$ cat src/rtl/dbg_match_pkg.sv
package dbg_match_pkg;
    localparam int DW       = 32;
    localparam int AW       = DW;
    localparam int NUM_BP   = 6;
    localparam int NUM_WP   = 4;
    localparam int NUM_CTX  = 2;
    localparam int CTX_BASE = NUM_BP - NUM_CTX;
    localparam int LSW      = (NUM_CTX > 1) ? $clog2(NUM_CTX) : 1;
    localparam int BIB      = $clog2(NUM_BP);
    localparam int WIB      = $clog2(NUM_WP);

    // register groups selected by paddr[7:5]
    typedef enum logic [2:0] {
        GRP_BP_VAL  = 3'd0,
        GRP_BP_CTRL = 3'd1,
        GRP_WP_VAL  = 3'd2,
        GRP_WP_CTRL = 3'd3
    } reg_grp_e;

    typedef struct packed {
        logic ctx;
        logic en;
    } bp_cfg_t;

    typedef struct packed {
        logic [LSW-1:0] sel;
        logic           link;
        logic           st;
        logic           ld;
        logic           en;
    } wp_cfg_t;

    function automatic logic same_window(input logic [AW-1:0] a,
                                         input logic [AW-1:0] b,
                                         input int unsigned   lsb);
        logic [AW-1:0] mask;
        mask = ~((AW'(1) << lsb) - AW'(1));
        return (a & mask) == (b & mask);
    endfunction
endpackage

$ cat src/rtl/dbg_match_regs.sv
module dbg_match_regs
    import dbg_match_pkg::*;
(
    input  logic                       clk,
    input  logic                       rst,
    input  logic                       psel,
    input  logic                       penable,
    input  logic                       pwrite,
    input  logic [7:0]                 paddr,
    input  logic [DW-1:0]              pwdata,
    output logic [DW-1:0]              prdata,
    output logic                       pslverr,
    output bp_cfg_t [NUM_BP-1:0]       bp_cfg,
    output logic [NUM_BP-1:0][AW-1:0]  bp_val,
    output wp_cfg_t [NUM_WP-1:0]       wp_cfg,
    output logic [NUM_WP-1:0][AW-1:0]  wp_val
);
    logic [2:0] grp;
    logic [2:0] idx;
    logic       mapped;
    logic       acc;
    logic       wr;

    assign grp = paddr[7:5];
    assign idx = paddr[4:2];
    assign acc = psel && penable;
    assign wr  = acc && pwrite && mapped;

    always_comb begin
        mapped = 1'b0;
        if (paddr[1:0] == 2'b00) begin
            case (grp)
                GRP_BP_VAL, GRP_BP_CTRL: mapped = int'(idx) < NUM_BP;
                GRP_WP_VAL, GRP_WP_CTRL: mapped = int'(idx) < NUM_WP;
                default:                 mapped = 1'b0;
            endcase
        end
    end

    always_ff @(posedge clk) begin
        if (rst) begin
            bp_cfg <= '0;
            bp_val <= '0;
            wp_cfg <= '0;
            wp_val <= '0;
        end else if (wr) begin
            for (int i = 0; i < NUM_BP; i++) begin
                if (int'(idx) == i) begin
                    if (grp == GRP_BP_VAL) bp_val[i] <= pwdata;
                    if (grp == GRP_BP_CTRL) begin
                        bp_cfg[i].en  <= pwdata[0];
                        bp_cfg[i].ctx <= (i >= CTX_BASE) && pwdata[1];
                    end
                end
            end
            for (int j = 0; j < NUM_WP; j++) begin
                if (int'(idx) == j) begin
                    if (grp == GRP_WP_VAL) wp_val[j] <= pwdata;
                    if (grp == GRP_WP_CTRL) begin
                        wp_cfg[j].en   <= pwdata[0];
                        wp_cfg[j].ld   <= pwdata[1];
                        wp_cfg[j].st   <= pwdata[2];
                        wp_cfg[j].link <= pwdata[3];
                        wp_cfg[j].sel  <= pwdata[4 +: LSW];
                    end
                end
            end
        end
    end

    always_comb begin
        prdata = '0;
        if (acc && mapped) begin
            case (grp)
                GRP_BP_VAL:  prdata = bp_val[idx[BIB-1:0]];
                GRP_BP_CTRL: prdata = DW'(bp_cfg[idx[BIB-1:0]]);
                GRP_WP_VAL:  prdata = wp_val[idx[WIB-1:0]];
                GRP_WP_CTRL: prdata = DW'(wp_cfg[idx[WIB-1:0]]);
                default:     prdata = '0;
            endcase
        end
    end

    assign pslverr = acc && !mapped;

    // an erroring write leaves every register untouched
    assert_bad_write_no_effect_R11: assert property (@(posedge clk) disable iff (rst)
        (psel && penable && pwrite && pslverr) |=>
            ($stable(bp_val) && $stable(bp_cfg) && $stable(wp_val) && $stable(wp_cfg)));
endmodule

$ cat src/rtl/dbg_bp_cmp.sv
module dbg_bp_cmp
    import dbg_match_pkg::*;
(
    input  logic          clk,
    input  logic          rst,
    input  bp_cfg_t       cfg,
    input  logic [AW-1:0] val,
    input  logic          if_valid,
    input  logic [AW-1:0] if_addr,
    output logic          hit
);
    logic hit_d;

    assign hit_d = cfg.en && !cfg.ctx && if_valid && same_window(if_addr, val, 2);

    always_ff @(posedge clk) begin
        if (rst) hit <= 1'b0;
        else     hit <= hit_d;
    end

    // context mode breakpoints stay silent
    assert_ctx_mode_silent_R4: assert property (@(posedge clk) disable iff (rst)
        cfg.ctx |=> !hit);
    // disabled breakpoint stays silent
    assert_bp_disabled_silent_R8: assert property (@(posedge clk) disable iff (rst)
        !cfg.en |=> !hit);
endmodule

$ cat src/rtl/dbg_wp_cmp.sv
module dbg_wp_cmp
    import dbg_match_pkg::*;
(
    input  logic               clk,
    input  logic               rst,
    input  wp_cfg_t            cfg,
    input  logic [AW-1:0]      val,
    input  logic               da_valid,
    input  logic               da_write,
    input  logic [AW-1:0]      da_addr,
    input  logic [NUM_CTX-1:0] ctx_ok,
    output logic               hit
);
    logic dir_ok;
    logic link_ok;
    logic hit_d;

    assign dir_ok  = da_write ? cfg.st : cfg.ld;
    assign link_ok = !cfg.link || ctx_ok[cfg.sel];
    assign hit_d   = cfg.en && da_valid && dir_ok && link_ok
                     && same_window(da_addr, val, 3);

    always_ff @(posedge clk) begin
        if (rst) hit <= 1'b0;
        else     hit <= hit_d;
    end

    // no access, no hit
    assert_wp_idle_silent_R5: assert property (@(posedge clk) disable iff (rst)
        !da_valid |=> !hit);
    // a linked watchpoint needs its context breakpoint to agree
    assert_link_gate_R7: assert property (@(posedge clk) disable iff (rst)
        (cfg.link && !ctx_ok[cfg.sel]) |=> !hit);
    // wrong direction never hits
    assert_dir_gate_R6: assert property (@(posedge clk) disable iff (rst)
        (da_valid && da_write && !cfg.st) |=> !hit);
endmodule

$ cat src/rtl/dbg_match_unit.sv
module dbg_match_unit
    import dbg_match_pkg::*;
(
    input  logic              clk,
    input  logic              rst,
    input  logic              psel,
    input  logic              penable,
    input  logic              pwrite,
    input  logic [7:0]        paddr,
    input  logic [31:0]       pwdata,
    output logic [31:0]       prdata,
    output logic              pready,
    output logic              pslverr,
    input  logic              if_valid,
    input  logic [31:0]       if_addr,
    input  logic [31:0]       ctx_id,
    input  logic              da_valid,
    input  logic              da_write,
    input  logic [31:0]       da_addr,
    output logic [NUM_BP-1:0] bp_hit,
    output logic [NUM_WP-1:0] wp_hit,
    output logic              bp_any,
    output logic              wp_any
);
    bp_cfg_t [NUM_BP-1:0]      bp_cfg;
    logic [NUM_BP-1:0][AW-1:0] bp_val;
    wp_cfg_t [NUM_WP-1:0]      wp_cfg;
    logic [NUM_WP-1:0][AW-1:0] wp_val;
    logic [NUM_CTX-1:0]        ctx_ok;

    dbg_match_regs u_regs (
        .clk(clk), .rst(rst), .psel(psel), .penable(penable), .pwrite(pwrite),
        .paddr(paddr), .pwdata(pwdata), .prdata(prdata), .pslverr(pslverr),
        .bp_cfg(bp_cfg), .bp_val(bp_val), .wp_cfg(wp_cfg), .wp_val(wp_val)
    );

    assign pready = 1'b1;

    for (genvar k = 0; k < NUM_CTX; k++) begin : g_ctx
        assign ctx_ok[k] = bp_cfg[CTX_BASE+k].en && bp_cfg[CTX_BASE+k].ctx
                           && (bp_val[CTX_BASE+k] == ctx_id);
    end

    for (genvar i = 0; i < NUM_BP; i++) begin : g_bp
        dbg_bp_cmp u_bp (
            .clk(clk), .rst(rst), .cfg(bp_cfg[i]), .val(bp_val[i]),
            .if_valid(if_valid), .if_addr(if_addr), .hit(bp_hit[i])
        );
    end

    for (genvar j = 0; j < NUM_WP; j++) begin : g_wp
        dbg_wp_cmp u_wp (
            .clk(clk), .rst(rst), .cfg(wp_cfg[j]), .val(wp_val[j]),
            .da_valid(da_valid), .da_write(da_write), .da_addr(da_addr),
            .ctx_ok(ctx_ok), .hit(wp_hit[j])
        );
    end

    assign bp_any = |bp_hit;
    assign wp_any = |wp_hit;

    // no fetch presented, no breakpoint hit next cycle
    assert_fetch_idle_silent_R2: assert property (@(posedge clk) disable iff (rst)
        !if_valid |=> (bp_hit == '0));
    // the port never stalls
    assert_no_wait_R11: assert property (@(posedge clk) disable iff (rst)
        (psel && penable) |-> pready);
endmodule

$ cat config.mk
export PLATFORM = sky130hd
export DESIGN_NAME = dbg_match_unit
export DESIGN_NICKNAME = d
export VERILOG_FILES = /design/src/rtl/dbg_match_pkg.sv /design/src/rtl/dbg_match_regs.sv /design/src/rtl/dbg_bp_cmp.sv /design/src/rtl/dbg_wp_cmp.sv /design/src/rtl/dbg_match_unit.sv
export SDC_FILE = /design/constraint.sdc
export NUM_CORES = 1
export LEC_CHECK = 0
export ABC_AREA = 1
export BUFFER_PORTS_ARGS = -buffer_cell sky130_fd_sc_hd__buf_2
export CAP_MARGIN = 10
export CORE_MARGIN = 3
export CORE_UTILIZATION = 35
export CTS_CLUSTER_SIZE = 14
export DETAILED_ROUTE_END_ITERATION = 10
export GPL_ROUTABILITY_DRIVEN = 0
export HOLD_SLACK_MARGIN = 0.1
export PLACE_DENSITY = 0.55
export SYNTH_ARGS = -nofsm -noshare
export SYNTH_HDL_FRONTEND = slang
export SYNTH_SLANG_ARGS = --single-unit
$ cat constraint.sdc
create_clock -name clk -period 5 [get_ports clk]
set_clock_uncertainty 0.2 [all_clocks]
set_input_delay 0.5 -clock clk [delete_from_list [all_inputs] [get_ports clk]]
set_output_delay 0.5 -clock clk [all_outputs]
set_load 0.1 [all_outputs]
==> key figures <==
Outcome
  • Run status: completed

Synth
  • Post-synth ARST share: 0%
  • Synth area leaders: dfxtp_1, nor2_1, nand2_1
  • Syn_nets: 3528
  • Syn Std Cell Area: around 21000 µm²
  • Primary FF master, synth: dfxtp_1
  • Synth area leader: dfxtp_1
  • Post-synthesis sequential area ratio: roughly 34%
  • Post-synthesis register bit count: 358
  • Ys Warns: 0
  • Cell count after synthesis: 3384
  • Synth Area per Inst: 6.22 µm²
  • Unique masters post-synth: 39
  • Post-synth EDFFs: 0
  • Area share of the largest cell type after synthesis: about 34%

Pwr
  • Sequential Power Share: 42.1%
  • Share of power burned in combinational logic: 8.9%
  • Overall Power: 0.00678 W
  • Clock share of power: 49.0%
  • Power per cell area: 286 nW/µm²
  • P_sw: 0.00181 W
  • Int Pwr: 0.00497 W
  • Cell leakage power: roughly 11 nW
  • Peak supply drop: 0.000246 V
  • Sw frac: 26.7%

Floorplanning
  • Cell Rows: 89
  • # IOs: between 150 and 200
  • Die ar.: 63100 µm²
  • Die Height: 251 µm
  • Core Region: 59200 µm²
  • Die Wd: 251 µm
  • Initial core utilization: 35.5%

Clocking
  • Clk slew on worst S/H paths: 0.05 ns
  • Clk sinks: 358
  • Worst skew pair latency: 0.59 ns
  • Num CTS Buffers: 44
  • H-tree depth: 2
  • Clk buf depth: 3
  • Root Buffer: clkbuf_16
  • Setup Fix Bufs, Post-CTS: 0
  • TritonCTS clock tree: built

Global route
  • First-pass GRT wire length: approximately 130000 µm
  • Initial antenna violation count: 3
  • GRT Resource Usage Total: 28.1%
  • Vias in the first global route: 19500
  • Largest net degree at the start of global routing: 201
  • Grt ovf: 0

Finish
  • Layout cells sized above 1: 9.15%
  • Filler Cell Count: 6484
  • Register area: approximately 7200 µm²
  • Layout Nets: 3558
  • Area delta synth->final: 12.8%
  • End-of-flow core utilization: 40.1%
  • Area of the multi-input gates: approximately 12000 µm²

Worst setup path
  • Worst-path cell chain: buf_2, inv_2, buf_4, nor2_1, buf_4, nand2_1, o21ai_0, o21ai_0, a21oi_1, buf_2
  • WS Path Type: in -> out
  • Crit path max-delay family: buffers and inverters
  • WP data required: 4.30 ns
  • CP max stage cell: buf_2
  • Buf/Inv on CP: 5
  • Crit path max fanout: 23
  • CP arrival: 3.50 ns
  • Critical path endpoint category: output port
  • CP max stage delay: 0.52 ns
  • Element type at the critical path start: input port

Timing
  • Peak Freq: 238 MHz
  • Final period util: 84.0%
  • Setup TNS Final: 0 ns
  • Final setup violation count: 0
  • Final slew viol count: 0
  • Worst rel slew slack: approximately two fifths
  • Min Tclk post-route: 4.20 ns
  • Fin. Hold Viols: 0
  • Worst hold slack: 0.129 ns
  • Least-Margin Pin Slew: 0.898 ns
  • RSZ-0062 raised after global routing: false

Placement
  • Port bufs: 183
  • HPWL Detailed: 67400 µm

Run
  • Max-Cap Viols: 0

Min path
  • Worst min path class: in -> reg

Detailed routing
  • Drt first pass iters: 5
  • Post-Route WL: about 92000 µm
  • # DRC: 0
  • Vias: 21800
  • WL per Instance: 21.8 µm
  • Vias/cell: 5.17
  • Routed Antenna Nets: 0
  • DRT iter0 DRCs: 2531
==> area by class of cell <==
class                           count  area share [%]
Antenna cell                        1          0.0105
Clock buffer                       62            5.35
Clock inverter                     13           0.706
Inverter                          373            5.93
Multi-Input combinational cell   2415            48.6
Sequential cell                   358            30.2
Tap cell                          773            4.08
Timing Repair Buffer              222            5.17
==> metrics by stage <==
step           area (µm²)  worst slack (ns)  std cells
6_report            23700             0.800       4217
5_1_grt             23700             0.790       4217
4_1_cts             23700             0.939       4216
3_5_place_dp        22300             0.946       4139
3_3_place_gp        22300             0.992       4139
2_1_floorplan       21000              1.17       3384
==> cell usage in the layout (no fill, tap or decap), drive strengths merged, types with 23 or more instances in the layout <==
cell / netlist / final
nor2: 802 / 802
nand2: 788 / 788
inv: 373 / 373
dfxtp: 358 / 358
buf: 75 / 220
o21ai: 209 / 209
xnor2: 159 / 159
o22ai: 135 / 135
xor2: 81 / 81
clkbuf: 163 / 62
a21oi: 52 / 52
nand4: 44 / 44
nand3: 37 / 37
a22oi: 36 / 36
nor4: 23 / 23
==> registers in the layout, indices dropped and copies added, names as in the netlist <==
| name | count |
|---|---|
| g_bp.u_bp.hit | 6 |
| g_wp.u_wp.hit | 4 |
| u_regs.bp_cfg | 8 |
| u_regs.bp_val | 192 |
| u_regs.wp_cfg | 20 |
| u_regs.wp_val | 128 |
==> cell usage after synthesis, types with 3 or more instances <==
master	n
nor3_1	10
o22ai_1	135
xnor2_1	159
a31oi_1	4
xor2_1	81
nand3_1	37
nor2_4	3
inv_1	365
buf_1	37
o221ai_1	9
nor2_1	797
buf_2	27
nand2_2	5
clkbuf_1	162
o21ai_0	207
nand3b_1	5
buf_4	11
nand2_1	783
a22oi_1	36
nand4_1	44
inv_2	8
dfxtp_1	358
nor4_1	22
a221oi_1	3
a21oi_1	52
o2111ai_1	5
==> worst min-delay path: cells and delay by family <==
| kind | cells | cell delay [ns] |
|---|---|---|
| simple gates | 2 | 0.17 |
| buf+inv | 1 | 0.19 |
==> per-layer routing <==
layer | track usage [%] | routed length [µm] | vias to the layer above
met5 | 0 | 0 | -
met4 | 11.9 | 4090 | 0
met3 | 3.97 | 7460 | 167
met2 | 44.6 | 40900 | 1026
met1 | 38.4 | 39600 | 10000
li1 | - | - | 10600
==> path summary, 6_finish.rpt <==
kind                                                      start                        endpoint  slack (ns)  depth (start not counted)
worst min register to register    u_regs.bp_val[4]$_SDFFE_PP0P_   u_regs.bp_val[4]$_SDFFE_PP0P_        0.29                          2
worst max register to register  u_regs.bp_val[189]$_SDFFE_PP0P_     g_wp[2].u_wp.hit$_SDFF_PP0_        2.51                         12
worst min-delay path                                 pwdata[30]  u_regs.bp_val[62]$_SDFFE_PP0P_        0.13                          3
worst max-delay path                                   paddr[4]                      prdata[10]        0.80                         10
==> power by group through the flow <==
stage          clock network (W)  logic, W  registers [W]
4_1_cts                  0.00335  0.000591        0.00285
3_5_place_dp                   0  0.000587        0.00292
6_report                 0.00332  0.000607        0.00285
5_1_grt                  0.00347  0.000630        0.00285
2_1_floorplan                  0  0.000326        0.00292
3_3_place_gp                   0  0.000590        0.00292
==> repair_timing <==
item | 4_1_cts | 5_1_grt
endpoints found under the hold margin | 4 | 0
hold buffers | 2 | 0
gates resized for setup | 0 | 0
==> cell families after synthesis <==
family | Yosys count | synth area share [%]
AOI/OAI and AO/OA | 458 | 12.5
xor gates and xnor gates | 240 | 9.99
buffers and inverters | 611 | 11.3
DFF | 358 | 34.1
other | 1 | 0.0178
and+or+nand+nor | 1716 | 32.2
Note: power is estimated with default switching activity, not from simulation.
